$ cat config.mk
export PLATFORM = sky130hd
export DESIGN_NAME = irq_pend_latch
export DESIGN_NICKNAME = d
export VERILOG_FILES = /design/src/rtl/irq_pend_pkg.sv /design/src/rtl/irq_pend_sync.sv /design/src/rtl/irq_pend_ctrl.sv /design/src/rtl/irq_pend_dp.sv /design/src/rtl/irq_pend_latch.sv
export SDC_FILE = /design/constraint.sdc
export NUM_CORES = 1
export LEC_CHECK = 0
export ABC_CLOCK_PERIOD_IN_PS = 1100
export BUFFER_PORTS_ARGS = -buffer_cell sky130_fd_sc_hd__buf_2
export CORE_MARGIN = 2
export CORE_UTILIZATION = 30
export DETAILED_ROUTE_END_ITERATION = 10
export PLACE_DENSITY = 0.58
export SETUP_SLACK_MARGIN = 0.15
export SLEW_MARGIN = 30
export SYNTH_ARGS = -nofsm -noshare
export SYNTH_HDL_FRONTEND = slang
export SYNTH_HIERARCHICAL = 1
export SYNTH_SLANG_ARGS = --single-unit
$ cat constraint.sdc
create_clock -name clk -period 1.1 [get_ports clk]
set_clock_uncertainty 0.1 [all_clocks]
set_input_delay 0.055 -clock clk [delete_from_list [all_inputs] [get_ports clk]]
set_output_delay 0.055 -clock clk [all_outputs]
set_load 0.005 [all_outputs]
$ cat src/rtl/irq_pend_pkg.sv
package irq_pend_pkg;

  localparam int unsigned PL_LINES = 8;
  localparam int unsigned PL_IDX_W = $clog2(PL_LINES);

  typedef enum logic {
    TRIG_EDGE  = 1'b0,
    TRIG_LEVEL = 1'b1
  } trig_e;

  // strobes handed from control to datapath for one cycle
  typedef struct packed {
    logic                modeLoad;
    logic [PL_LINES-1:0] ackHot;
  } plStrobe_t;

endpackage

$ cat src/rtl/irq_pend_sync.sv
module irq_pend_sync #(
  parameter int unsigned WIDTH  = 8,
  parameter int unsigned STAGES = 2
) (
  input  logic             clk,
  input  logic             rst,
  input  logic [WIDTH-1:0] rawIn,
  output logic [WIDTH-1:0] syncOut
);

  logic [WIDTH-1:0] stageQ [STAGES];

  generate
    for (genvar s = 0; s < STAGES; s++) begin : g_stage
      if (s == 0) begin : g_first
        always_ff @(posedge clk) begin
          if (rst) stageQ[s] <= '0;
          else     stageQ[s] <= rawIn;
        end
      end else begin : g_next
        always_ff @(posedge clk) begin
          if (rst) stageQ[s] <= '0;
          else     stageQ[s] <= stageQ[s-1];
        end
      end
    end
  endgenerate

  assign syncOut = stageQ[STAGES-1];

endmodule

$ cat src/rtl/irq_pend_ctrl.sv
module irq_pend_ctrl
  import irq_pend_pkg::*;
#(
  parameter int unsigned NUM_LINES = PL_LINES,
  localparam int unsigned IDX_W    = $clog2(NUM_LINES)
) (
  input  logic             modeWrEn,
  input  logic             ackValid,
  input  logic [IDX_W-1:0] ackLine,
  output plStrobe_t        strb
);

  logic [NUM_LINES-1:0] ackHot;

  generate
    for (genvar i = 0; i < NUM_LINES; i++) begin : g_dec
      assign ackHot[i] = ackValid && (ackLine == IDX_W'(i));
    end
  endgenerate

  always_comb begin
    strb          = '0;
    strb.modeLoad = modeWrEn;
    strb.ackHot   = ackHot;
  end

endmodule

$ cat src/rtl/irq_pend_dp.sv
module irq_pend_dp
  import irq_pend_pkg::*;
#(
  parameter int unsigned          NUM_LINES      = PL_LINES,
  parameter int unsigned          SYNC_STAGES    = 2,
  parameter logic [NUM_LINES-1:0] MODE_IMPL_MASK = 8'hF8
) (
  input  logic                 clk,
  input  logic                 rst,
  input  logic [NUM_LINES-1:0] reqIn,
  input  logic [NUM_LINES-1:0] modeWrData,
  input  plStrobe_t            strb,
  output logic [NUM_LINES-1:0] pending,
  output logic [NUM_LINES-1:0] modeQ
);

  logic [NUM_LINES-1:0] reqSync;
  logic [NUM_LINES-1:0] prevQ;
  logic [NUM_LINES-1:0] pendQ;
  logic [NUM_LINES-1:0] pendNext;
  // power-up value only; controller reset leaves this register alone
  logic [NUM_LINES-1:0] modeReg = '0;

  irq_pend_sync #(
    .WIDTH  (NUM_LINES),
    .STAGES (SYNC_STAGES)
  ) u_sync (
    .clk     (clk),
    .rst     (rst),
    .rawIn   (reqIn),
    .syncOut (reqSync)
  );

  always_ff @(posedge clk) begin
    if (strb.modeLoad) modeReg <= modeWrData & MODE_IMPL_MASK;
  end

  generate
    for (genvar i = 0; i < NUM_LINES; i++) begin : g_line
      logic riseSeen;
      assign riseSeen = reqSync[i] & ~prevQ[i];
      always_comb begin
        if (trig_e'(modeReg[i]) == TRIG_LEVEL) pendNext[i] = reqSync[i];
        else pendNext[i] = riseSeen | (pendQ[i] & ~strb.ackHot[i]);
      end
    end
  endgenerate

  always_ff @(posedge clk) begin
    if (rst) begin
      prevQ <= '0;
      pendQ <= '0;
    end else begin
      prevQ <= reqSync;
      pendQ <= pendNext;
    end
  end

  assign pending = pendQ;
  assign modeQ   = modeReg;

endmodule

$ cat src/rtl/irq_pend_latch.sv
module irq_pend_latch
  import irq_pend_pkg::*;
#(
  parameter int unsigned          NUM_LINES      = PL_LINES,
  parameter int unsigned          SYNC_STAGES    = 2,
  parameter logic [NUM_LINES-1:0] MODE_IMPL_MASK = 8'hF8,
  localparam int unsigned         IDX_W          = $clog2(NUM_LINES)
) (
  input  logic                 clk,
  input  logic                 rst,
  input  logic [NUM_LINES-1:0] reqIn,
  input  logic                 modeWrEn,
  input  logic [NUM_LINES-1:0] modeWrData,
  input  logic                 ackValid,
  input  logic [IDX_W-1:0]     ackLine,
  output logic [NUM_LINES-1:0] pending,
  output logic [NUM_LINES-1:0] modeQ
);

  generate
    if (NUM_LINES != PL_LINES) begin : g_bad_width
      $error("NUM_LINES must equal the package line count");
    end
  endgenerate

  plStrobe_t strb;

  irq_pend_ctrl #(
    .NUM_LINES (NUM_LINES)
  ) u_ctrl (
    .modeWrEn (modeWrEn),
    .ackValid (ackValid),
    .ackLine  (ackLine),
    .strb     (strb)
  );

  irq_pend_dp #(
    .NUM_LINES      (NUM_LINES),
    .SYNC_STAGES    (SYNC_STAGES),
    .MODE_IMPL_MASK (MODE_IMPL_MASK)
  ) u_dp (
    .clk        (clk),
    .rst        (rst),
    .reqIn      (reqIn),
    .modeWrData (modeWrData),
    .strb       (strb),
    .pending    (pending),
    .modeQ      (modeQ)
  );

endmodule

# Word-level counts from Yosys, hierarchy flattened
# Memories as Yosys holds them, arrays and structs flattened.
# Index checks and enable logic that the tools add are counted.
[word_totals] register_bits=21 latchBits=0 ram_bits=16 mem_bits_ro=0 input_bits=23 output_inout_bits=16 mem_count=1
[classes] n_addsub=0 mul=0 n_div=0 order_cmp=0 n_eq_ne=7 shifts=0 n_mux=10 n_bitwise=42 reduce_logical=9
[mem_list] memory="u_dp.u_sync.stageQ" depth=2 word_bits=8 rd=2 rd_ports_with_merged_regs=0 wr=2 line_no="irq_pend_sync.sv:11" text="logic [WIDTH-1:0] stageQ [STAGES];"
[op_table] op="$and A1 B1 Y1" n=16
[op_table] op="$mux W8" n=2
[op_table] op="$not A1 Y1" n=16
[op_table] op="$eq A3 B3 Y1 const B" n=4
[op_table] op="$or A1 B1 Y1" n=10
[op_table] op="$logic_and A1 B1 Y1" n=8
[op_table] op="$mux W1" n=8
[op_table] op="$eq A3 B2 Y1 const B" n=2
[op_table] op="$eq A3 B1 Y1 const B" n=1
[op_table] op="$logic_not A3 Y1" n=1

# Longest topological paths before layout
[depth] ltp_word=6 ltp_mapped=3 depth_no_buf=3

# Cells and area by module
# The synthesis kept the hierarchy.
[by_module_without_submodules] mod="irq_pend_dp" instances=1 cells_per_inst=58 area_per_inst_um2=757.0
[by_module_without_submodules] mod="irq_pend_sync" instances=1 cells_per_inst=33 area_per_inst_um2=464.2
[by_module_without_submodules] mod="irq_pend_ctrl" instances=1 cells_per_inst=9 area_per_inst_um2=103.8

# Least setup slack after synthesis
# No wires, ideal clock.
[synth_timing] kind="flip-flop to flip-flop" startpoint="register u_dp.modeReg[6], in the netlist u_dp/modeQ[6]" endpoint="register u_dp.pendQ[6], in the netlist u_dp/pending[6]" setup_ns=0.114 arrival_time_ns=0.719 t_required_ns=0.886 setup_slack_ns=0.167 path_stages_with_launch=3 n_path_buf=0 period_less_slack_ns=0.933 cell_sequence="edfxtp_1 > nand2b_1 > a21o_1"
[synth_between] elab_chain_cells=1
[synth_lines] item="from (decl)" line_no="irq_pend_dp.sv:22" text="logic [NUM_LINES-1:0] modeReg = '0;"
[synth_lines] item="from (signal assigned)" line_no="irq_pend_dp.sv:35" text="if (strb.modeLoad) modeReg <= modeWrData & MODE_IMPL_MASK;"
[synth_lines] item="$mux W1" line_no="irq_pend_dp.sv:43" text="if (trig_e'(modeReg[i]) == TRIG_LEVEL) pendNext[i] = reqSync[i];"
[synth_lines] item="to (signal assigned)" line_no="irq_pend_dp.sv:55" text="pendQ <= pendNext;"
[synth_lines] item="to (decl)" line_no="irq_pend_dp.sv:19" text="logic [NUM_LINES-1:0] pendQ;"
# Every way passes these cells.
# A chain may end at the register's enable or synchronous reset.

# Final worst setup path
[layout_timing] startpoint="register u_dp.modeReg[4], in the netlist u_dp/modeQ[4]" endpoint="output port modeQ[4]"
[layout_lines] item="to (decl)" line_no="irq_pend_latch.sv:17" text="output logic [NUM_LINES-1:0] modeQ"
# No word-level cell between the ends.

==> out/results.ini <==
[routing]
viasPerCell=4.010
routed_wl_um=2146
routedWlPerCell_um=10.52
drc=0
initialDrtViolationCount=48
dr.pass1.iters=3
num_vias=818
ant_nets=0

[worst_setup_path]
critPathRequiredTime_ns=0.94
cp.arrival_ns=0.86
path_class=register to output port
rr_startpoint=u_dp/modeQ[4]$_DFFE_PP_
cp_num_buf_inv=1
cp_slowest_cell=edfxtp_1
r2r-end=u_dp/pending[4]$_SDFF_PP0_
end_kind=output port
crit_chain=buf_2
cp_max_fo=3
cp_top_family=flip-flops
worst-r2r-setup-slack_ns=0.14
worst_setup_path_start_kind=register
reg2reg_depth=2
critPathMaxStageDelay_ns=0.42

[clocking]
clk_pin_slew_ns=0.07
numCtsBuffers=5
root_buffer=clkbuf_8
insertion_delay_ns=0.28
cts_sinks=37
cts_htree_levels=2
clockBufferDepth=2
cts_tree=built

[flow_run]
drv_cap=0

[final_layout]
syn_to_final_growth_pct=34.56
final_nets=174
final_cell_mix=buf_2 (32), dfxtp_1 (32), dlygate4sd3_1 (14)
fill_cells=422
diodes=0
drive_above_1_share=0.4539
post-route-util=0.4152

[grt]
grt_pass1_vias=815
antenna_found_initial=0
met3_usage=0.05195
use_met2=0.1499
grt_max_degree=14
grt_use_met1=0.1086
grt_busiest_layer=met2
grt_usage=0.09943
overflow=0
grt_pass1_wl_um=3643

[sta]
period_share=0.9216
setup-violations-final=0
hold_viol_final=0
slew_viol_final=0
fmax_mhz=986.4
min_period_ns=1.014
rsz0062_at_grt=true
setup-tns-final_ns=0

[die]
fp.dieH_um=70.46
rows=24
io_pins=39
initial_core_util=0.3086
core_area_um2=4294
die_w_um=70.46
dieArea_um2=4965

[synth]
synth-seq-area-share=0.5968
ys_seq_elements=37
syn_inst=100
postSynthAreaPerCell_um2=13.25
synth_area_um2=1325
yosysWarningCount=6
post_synth_num_cell_types=18

[pwr]
leakagePower_nw=0.7799
p_per_area_nw_per_um2=1472
vdd_drop_max_mv=0.4325
total_power_w=0.002624

[hold_path]
holdPathStages=2
min_from=rst
hold_path_end=u_dp/prevQ[7]$_SDFF_PP0_
hold_path.class=primary input to register

[placed_design]
gp_congestion=0.6729
io_buffers=32
hpwl_um=1547

[outcome]
status=complete, no violations

[report_power, final]
group | switching [W] | leakage [nW] | internal [W] | total, W
Sequential | 0.0000244 | 0.312 | 0.00143 | 0.00146
Clock | 0.000442 | 0.0486 | 0.000496 | 0.000938
Combinational | 0.0000837 | 0.420 | 0.000144 | 0.000228
Total | 0.000550 | 0.780 | 0.00207 | 0.00262
[through the flow]
stage	setup WS (ns)	instance area, um2	hold slack (ns)	std cells
6_report	0.08623	1783	0.1457	204
5_1_grt	0.03587	1783	0.1500	204
4_1_cts	0.06763	1783	0.1385	204
3_5_place_dp	0.05197	1545	0.1338	182
3_3_place_gp	0.08249	1545	0.1325	182
2_1_floorplan	0.1669	1333	0.03856	102
[worst max-delay path by stage]
| stage | from | end | slack [ns] | cells past startpoint |
|---|---|---|---|---|
| 2_1_floorplan | u_dp/modeQ[6]$_DFFE_PP_ | u_dp/pending[6]$_SDFF_PP0_ | 0.17 | 2 |
| 3_3_place_gp | ackLine[2] | u_dp/pending[5]$_SDFF_PP0_ | 0.08 | 4 |
| 3_5_place_dp | ackLine[1] | u_dp/pending[5]$_SDFF_PP0_ | 0.05 | 4 |
| 4_1_cts | u_dp/modeQ[4]$_DFFE_PP_ | modeQ[4] | 0.07 | 1 |
| 5_1_grt | u_dp/modeQ[4]$_DFFE_PP_ | modeQ[4] | 0.04 | 1 |
| 6_report | u_dp/modeQ[4]$_DFFE_PP_ | modeQ[4] | 0.09 | 1 |
[flip-flops by register name, summed over array words and instances (netlist names)]
signal              count
u_dp/u_sync/stageQ     16
u_dp/modeQ              5
u_dp/pending            8
u_dp/prevQ              8
[cell type report]
cell class	count	area (um2)	share of cell area
Sequential cell	37	790.8	0.4435
Multi-Input combinational cell	59	495.5	0.2779
Tap cell	52	65.06	0.03649
Timing Repair Buffer	48	340.3	0.1909
Clock buffer	6	82.58	0.04632
Clock inverter	2	8.758	0.004912
[worst reg2reg max path: cells and delay by family, from the launching register on]
family	cells	cell delay, ns
and+or+nand+nor	1	0.28
AOI/OAI and AO/OA	1	0.11
DFF	1	0.42
[metal layers]
layer	up-vias	share of wire
met2	27	0.47
met1	355	0.45
li1	434	-
met3	2	0.066
met4	0	0.012
met5	-	0
[what timing repair did]
action,4_1_cts,5_1_grt
setup endpoints to repair,9,10
pin swaps,2,1
buffers inserted,0,0
resized for setup,1,0
endpoints found under the hold margin,18,0
hold buffers,14,0
gates cloned,0,0
[kinds of logic (layout without fill, tap and decap cells)]
kind of cell           Yosys count  count (layout)  share of synthesized area
AOI/OAI and AO/OA                8               8                    0.03966
and+or+nand+nor                 48              48                     0.3211
buffers and inverters            6              56                    0.03966
DFF                             37              37                     0.5968
other                            1               3                   0.002830
[synthesized netlist by cell type]
library cell | number | area share
buf_6 | 2 | 0.017
a21oi_1 | 3 | 0.011
nor4b_1 | 1 | 0.0066
edfxtp_1 | 5 | 0.11
dfxtp_1 | 32 | 0.48
and4_2 | 1 | 0.0076
conb_1 | 1 | 0.0028
and2b_1 | 1 | 0.0057
nor2b_2 | 7 | 0.046
nor2b_1 | 8 | 0.038
and2b_4 | 2 | 0.015
buf_4 | 4 | 0.023
a21o_1 | 5 | 0.028
and4bb_2 | 3 | 0.028
and4b_2 | 3 | 0.025
and2b_2 | 6 | 0.040
nor4b_2 | 5 | 0.057
nand2b_1 | 11 | 0.052
No activity file was read; power rests on OpenSTA's default activity.
